### config.mk
export PLATFORM = sky130hd
export DESIGN_NAME = edge_irq_hub
export DESIGN_NICKNAME = d
export VERILOG_FILES = /design/src/rtl/edge_irq_pkg.sv /design/src/rtl/line_sync.sv /design/src/rtl/edge_bank.sv /design/src/rtl/edge_irq_hub.sv
export SDC_FILE = /design/constraint.sdc
export NUM_CORES = 2
export LEC_CHECK = 0
export CORE_UTILIZATION = 50
export CTS_CLUSTER_SIZE = 14
export DETAILED_ROUTE_END_ITERATION = 6
export PLACE_DENSITY = 0.69
export SKIP_LAST_GASP = 1
export SYNTH_ARGS = -nofsm -noshare
export SYNTH_HDL_FRONTEND = slang
export SYNTH_HIERARCHICAL = 1
export SYNTH_SLANG_ARGS = --single-unit
### constraint.sdc
create_clock -name clk -period 2.6 [get_ports clk]
set_input_delay 0.52 -clock clk [delete_from_list [all_inputs] [get_ports clk]]
set_output_delay 0.52 -clock clk [all_outputs]
set_load 0.01 [all_outputs]
### src/rtl/edge_irq_pkg.sv
package edge_irq_pkg;
  localparam int LINES_PER_BANK = 32;
  localparam int REG_SEL_W      = 3;

  typedef enum logic [REG_SEL_W-1:0] {
    REG_RISE_SEL  = 3'd0,
    REG_FALL_SEL  = 3'd1,
    REG_IRQ_MASK  = 3'd2,
    REG_EVT_MASK  = 3'd3,
    REG_RISE_PEND = 3'd4,
    REG_FALL_PEND = 3'd5
  } reg_sel_e;
endpackage

### src/rtl/line_sync.sv
// Two-flop synchronizer followed by a previous-sample stage for edge detection.
module line_sync #(
  parameter int W = 32
) (
  input  logic         clk,
  input  logic         rst,
  input  logic [W-1:0] din,
  output logic [W-1:0] rise_o,
  output logic [W-1:0] fall_o
);
  logic [W-1:0] meta_q, sync_q, prev_q;

  always_ff @(posedge clk) begin
    if (rst) begin
      meta_q <= '0;
      sync_q <= '0;
      prev_q <= '0;
    end else begin
      meta_q <= din;
      sync_q <= meta_q;
      prev_q <= sync_q;
    end
  end

  assign rise_o = sync_q & ~prev_q;
  assign fall_o = ~sync_q & prev_q;
endmodule

### src/rtl/edge_bank.sv
// One bank: trigger selects, masks, two pending registers, irq and event outputs.
module edge_bank
  import edge_irq_pkg::*;
#(
  parameter int W = LINES_PER_BANK
) (
  input  logic                 clk,
  input  logic                 rst,
  input  logic [W-1:0]         rise_i,
  input  logic [W-1:0]         fall_i,
  input  logic                 wr_i,
  input  logic [REG_SEL_W-1:0] reg_sel_i,
  input  logic [W-1:0]         wdata_i,
  output logic [W-1:0]         rsel_o,
  output logic [W-1:0]         fsel_o,
  output logic [W-1:0]         imask_o,
  output logic [W-1:0]         emask_o,
  output logic [W-1:0]         rpend_o,
  output logic [W-1:0]         fpend_o,
  output logic                 irq_o,
  output logic [W-1:0]         evt_o
);
  logic [W-1:0] det_r, det_f, clr_r, clr_f;

  assign det_r = rise_i & rsel_o;
  assign det_f = fall_i & fsel_o;
  assign clr_r = (wr_i && reg_sel_i == REG_RISE_PEND) ? wdata_i : '0;
  assign clr_f = (wr_i && reg_sel_i == REG_FALL_PEND) ? wdata_i : '0;

  always_ff @(posedge clk) begin
    if (rst) begin
      rsel_o  <= '0;
      fsel_o  <= '0;
      imask_o <= '0;
      emask_o <= '0;
      rpend_o <= '0;
      fpend_o <= '0;
      irq_o   <= 1'b0;
      evt_o   <= '0;
    end else begin
      if (wr_i) begin
        case (reg_sel_i)
          REG_RISE_SEL: rsel_o  <= wdata_i;
          REG_FALL_SEL: fsel_o  <= wdata_i;
          REG_IRQ_MASK: imask_o <= wdata_i;
          REG_EVT_MASK: emask_o <= wdata_i;
          default: ;
        endcase
      end
      // detection wins over a same-cycle clear
      rpend_o <= (rpend_o & ~clr_r) | det_r;
      fpend_o <= (fpend_o & ~clr_f) | det_f;
      irq_o   <= |((rpend_o | fpend_o) & imask_o);
      evt_o   <= (det_r | det_f) & imask_o & emask_o;
    end
  end
endmodule

### src/rtl/edge_irq_hub.sv
module edge_irq_hub
  import edge_irq_pkg::*;
#(
  parameter int NUM_BANKS = 3,
  parameter int BANK_W    = LINES_PER_BANK,
  localparam int NUM_LINES = NUM_BANKS * BANK_W,
  localparam int BSEL_W    = (NUM_BANKS > 1) ? $clog2(NUM_BANKS) : 1
) (
  input  logic                 clk,
  input  logic                 rst,
  input  logic [NUM_LINES-1:0] lines_i,
  input  logic [BSEL_W-1:0]    bank_sel,
  input  logic [REG_SEL_W-1:0] reg_sel,
  input  logic                 wr_en,
  input  logic [BANK_W-1:0]    wdata,
  input  logic                 rd_en,
  output logic [BANK_W-1:0]    rdata,
  output logic [NUM_BANKS-1:0] bank_irq_o,
  output logic                 any_irq_o,
  output logic [NUM_LINES-1:0] evt_o
);
  logic [NUM_LINES-1:0] rise_all, fall_all;
  logic [NUM_LINES-1:0] rp_all, fp_all, im_all, em_all;
  logic [BANK_W-1:0] rsel_a [NUM_BANKS];
  logic [BANK_W-1:0] fsel_a [NUM_BANKS];
  logic [BANK_W-1:0] rd_word;

  line_sync #(.W(NUM_LINES)) u_sync (
    .clk(clk), .rst(rst), .din(lines_i), .rise_o(rise_all), .fall_o(fall_all)
  );

  for (genvar b = 0; b < NUM_BANKS; b++) begin : g_bank
    logic bank_we;
    assign bank_we = wr_en && (bank_sel == BSEL_W'(b));
    edge_bank #(.W(BANK_W)) u_bank (
      .clk(clk), .rst(rst),
      .rise_i(rise_all[b*BANK_W +: BANK_W]),
      .fall_i(fall_all[b*BANK_W +: BANK_W]),
      .wr_i(bank_we), .reg_sel_i(reg_sel), .wdata_i(wdata),
      .rsel_o(rsel_a[b]), .fsel_o(fsel_a[b]),
      .imask_o(im_all[b*BANK_W +: BANK_W]),
      .emask_o(em_all[b*BANK_W +: BANK_W]),
      .rpend_o(rp_all[b*BANK_W +: BANK_W]),
      .fpend_o(fp_all[b*BANK_W +: BANK_W]),
      .irq_o(bank_irq_o[b]),
      .evt_o(evt_o[b*BANK_W +: BANK_W])
    );
  end

  always_comb begin
    rd_word = '0;
    for (int b = 0; b < NUM_BANKS; b++) begin
      if (bank_sel == BSEL_W'(b)) begin
        case (reg_sel)
          REG_RISE_SEL:  rd_word = rsel_a[b];
          REG_FALL_SEL:  rd_word = fsel_a[b];
          REG_IRQ_MASK:  rd_word = im_all[b*BANK_W +: BANK_W];
          REG_EVT_MASK:  rd_word = em_all[b*BANK_W +: BANK_W];
          REG_RISE_PEND: rd_word = rp_all[b*BANK_W +: BANK_W];
          REG_FALL_PEND: rd_word = fp_all[b*BANK_W +: BANK_W];
          default:       rd_word = '0;
        endcase
      end
    end
  end

  always_ff @(posedge clk) begin
    if (rst) begin
      rdata     <= '0;
      any_irq_o <= 1'b0;
    end else begin
      if (rd_en) rdata <= rd_word;
      any_irq_o <= |((rp_all | fp_all) & im_all);
    end
  end
endmodule

==> impl_metrics.tcl <==
set metrics [dict create \
    wl_per_cell_um 24.2 \
    root_buffer "clkbuf_16" \
    async_flop_share_pct 0 \
    max_stage_delay_ps 610 \
    design_area_um2 49700 \
    ir_drop_mv 0.581 \
    synth_flop_cell "dfxtp_1" \
    cts_resized 0 \
    ys_ff_latch 996 \
    cts_tree "yes" \
    hold_viol 0 \
    synth_warnings 6 \
    dp_hpwl_um 107000 \
    slew_viol_final 0 \
    cts_buffers 101 \
    hold_path_class "in2reg" \
    via_per_inst 5.92 \
    vias 37300 \
    drt-initial-drc-count 5040 \
    skew_ps 24.1 \
    critical-path-slowest-cell "o21ai_0" \
    synth_edf_count 0 \
    place_congestion 1.01 \
    grt_overflow 0 \
    die_w_um 288 \
    reg2reg_depth 6 \
    hold_buffers 0 \
    initial_utilization_pct 50.7 \
    rows 104 \
    synth_cell_types 59 \
    nNetsFinal 5290 \
    cp_num_buf_inv 1 \
    synthesis.nets 4916 \
    drc 37 \
    post_dp_cell_area_um2 46100 \
    hold_slack_ps 268 \
    cp_max_fo 4 \
    syn_area_per_cell_um2 8.56 \
    portBuffers 268 \
    synth_area_um2 40900 \
    slew_headroom_pct 30.6 \
    cp-end-kind "flop" \
    cp.arrival_ps 2990 \
    die_area_um2 82900 \
    holdCritStartpoint "rst" \
    cap_violations 0 \
    crit_path_cell_trace "o21ai_0 -> nand4_1 -> buf_4 -> nor4_1 -> and4_1 -> a31oi_1" \
    worstHoldEndpoint "g_bank[1].u_bank/fpend_o[12]" \
    clkLatencyLatePin_ps 680 \
    ant_nets 0 \
    max_clock_freq_mhz 399 \
    core_um2 80700 \
    min_period_ps 2500 \
    timing.rr.end "any_irq_o" \
    clock_sinks 996 \
    tightestPinTransition_ps 1040 \
    htree_levels 3 \
    critPathLaunchType "flop" \
    outcome "finished, violations left" \
    ys_seq_area_share_pct 48.8 \
    p_leak_nw 16.9 \
    syn2layout_area_growth_pct 21.5 \
    grt_max_degree 166 \
    grt_pass1_vias 33900 \
    setup_viol 0 \
    first_pass_iters 7 \
    clk_pin_slew_ps 60 \
    worstReg2RegStart "g_bank[0].u_bank/fpend_o[8]" \
    rsz0062_at_grt "no" \
    routed_wl_um 153000 \
    min_path_cells 2 \
    syn_inst 4779 \
    cts_max_path_buffers 3 \
    power.density_nw_per_um2 674 \
    track_usage_pct 35.9 \
    grt_antenna_before_repair 6 \
    drive_gt1_share_pct 15.8 \
    antennaDiodeCount 0 \
    critPathTopFamily "simple AND/OR/NAND/NOR gates" \
    ios 269 \
    reg2reg_slack_ps 100 \
    crit_required_ps 3090 \
    min_period_over_period_pct 96.3 \
    post_cts_buffers 0 \
    die_h_um 288 \
    worstSetupStartpoint "g_bank[0].u_bank/fpend_o[8]" \
    grt_pass1_wl_um 221000 \
    power.total_mw 33.5 \
    violations "design-rule violations" \
    crit_type "reg2reg" \
]
## sequential cells by signal (all words and copies together) (netlist names)
name	flops
u_sync/meta_q	96
g_bank.u_bank/emask_o	96
g_bank.u_bank/rsel_o	96
g_bank.u_bank/fsel_o	96
rdata	32
g_bank.u_bank/irq_o	3
u_sync/prev_q	96
g_bank.u_bank/evt_o	96
u_sync/sync_q	96
g_bank.u_bank/rpend_o	96
any_irq_o	1
g_bank.u_bank/imask_o	96
g_bank.u_bank/fpend_o	96
## worst max-delay path by stage
| stage | end | slack [ps] | cells after the start |
|---|---|---|---|
| 6_report | any_irq_o | 100 | 6 |
| 3_5_place_dp | g_bank[2].u_bank/emask_o[28] | -240 | 9 |
| 4_1_cts | rdata[9] | 260 | 1 |
| 3_3_place_gp | g_bank[2].u_bank/emask_o[27] | -190 | 9 |
| 5_1_grt | rdata[9] | 220 | 1 |
| 2_1_floorplan | g_bank[1].u_bank/emask_o[10] | 430 | 9 |
## where the power goes
group,internal (mW),switching (mW)
Clock,9.30,6.42
Combinational,0.788,1.30
Sequential,15.5,0.160
## per-stage QoR
| step | TNS [ps] | util (%) | setup WS, ps | instances |
|---|---|---|---|---|
| after CTS | 0 | 61.6 | 262 | 6297 |
| after global placement | -21450 | 57.1 | -186 | 6110 |
| after floorplan | 0 | - | 433 | 4779 |
| after detailed placement | -31010 | 57.1 | -244 | 6110 |
| final | 0 | 61.6 | 96.8 | 6297 |
| after global routing | 0 | 61.6 | 224 | 6297 |
## area by class of cell
cell class	count	area (um2)
sequential	996	19900
inverter	5	18.8
fill	6993	31000
timing repair buffer	575	5810
tap	1060	1330
clock buffer	134	2830
clock inverter	53	771
multi-input combinational	3474	19000
## worst reg2reg max path, cell delays in order (launching register included)
cell	delay, ps
dfxtp_1	360
o21ai_0	620
nand4_1	160
buf_4	190
nor4_1	490
and4_1	300
a31oi_1	210
## cells in the final DEF (no fill, tap or decap), types with 4 or more instances in the layout
cell,instances
o221ai_1,17
mux2_2,53
clkinv_2,17
clkbuf_8,16
a22o_1,15
o2bb2ai_1,6
nor2b_1,486
nand4_1,48
nand2_2,180
clkbuf_16,102
a32o_1,26
o211ai_1,39
nor4_1,12
a211oi_1,99
o211a_1,5
o22ai_1,13
a21oi_2,90
buf_4,243
nand2b_1,6
and2_1,4
o21ai_0,202
and3_1,6
nand3_1,14
clkbuf_1,16
clkdlybuf4s50_1,264
nor2_1,38
buf_12,66
clkinvlp_4,12
nand3b_1,8
mux2i_1,47
dfxtp_1,996
a221oi_1,8
inv_1,4
nand2_1,1275
a222oi_1,6
and3b_1,6
a22oi_1,152
bufinv_16,16
a21oi_1,568
## kinds of logic after synthesis
| family | synth area share, % |
|---|---|
| compound gates | 19.2 |
| mux | 2.66 |
| buf+inv | 5.00 |
| simple gates | 24.4 |
| flops | 48.8 |
## cell usage after synthesis (all sizes together), types with 2 or more instances
cell type     n  area (um2)
a221o         3        30.0
a221oi        8        70.1
and2          4        25.0
nand2b        6        37.5
a22o         15         131
dfxtp       996       19900
mux2         53         597
nand3        14        70.1
o22ai        13        81.3
a32oi         3        26.3
o211ai       39         293
a222oi        6        60.1
clkbuf       98         368
buf         206        1660
and4b         3        30.0
a211oi       99         743
nor2         41         159
a21oi       658        3630
inv           5        18.8
mux2i        47         470
nand4        48         300
nor4         12        75.1
nand3b        8        60.1
a31oi         3        18.8
o221ai       17         149
and3          6        37.5
o211a         5        50.1
o22a          2        17.5
and3b         8        70.1
nor2b       490        3090
nor3b         3        27.5
nor3          3        26.3
a211o         3        26.3
a32o         26         260
a22oi       152        1140
nor4bb        3        30.0
o2bb2ai       6        52.6
nand2      1455        5910
o21ai       204        1020
## routing by layer
| layer | routed length, um | part of all wire [%] | GRT usage, % | vias up |
|---|---|---|---|---|
| li1 | - | - | - | 17000 |
| met1 | 62300 | 41 | 49.4 | 17600 |
| met2 | 63500 | 42 | 51.7 | 2235 |
| met3 | 17700 | 12 | 7.80 | 374 |
| met4 | 9180 | 6.0 | 20.4 | 6 |
| met5 | 34 | 0.022 | 0.116 | - |
Power figures use the tool's default switching activity.
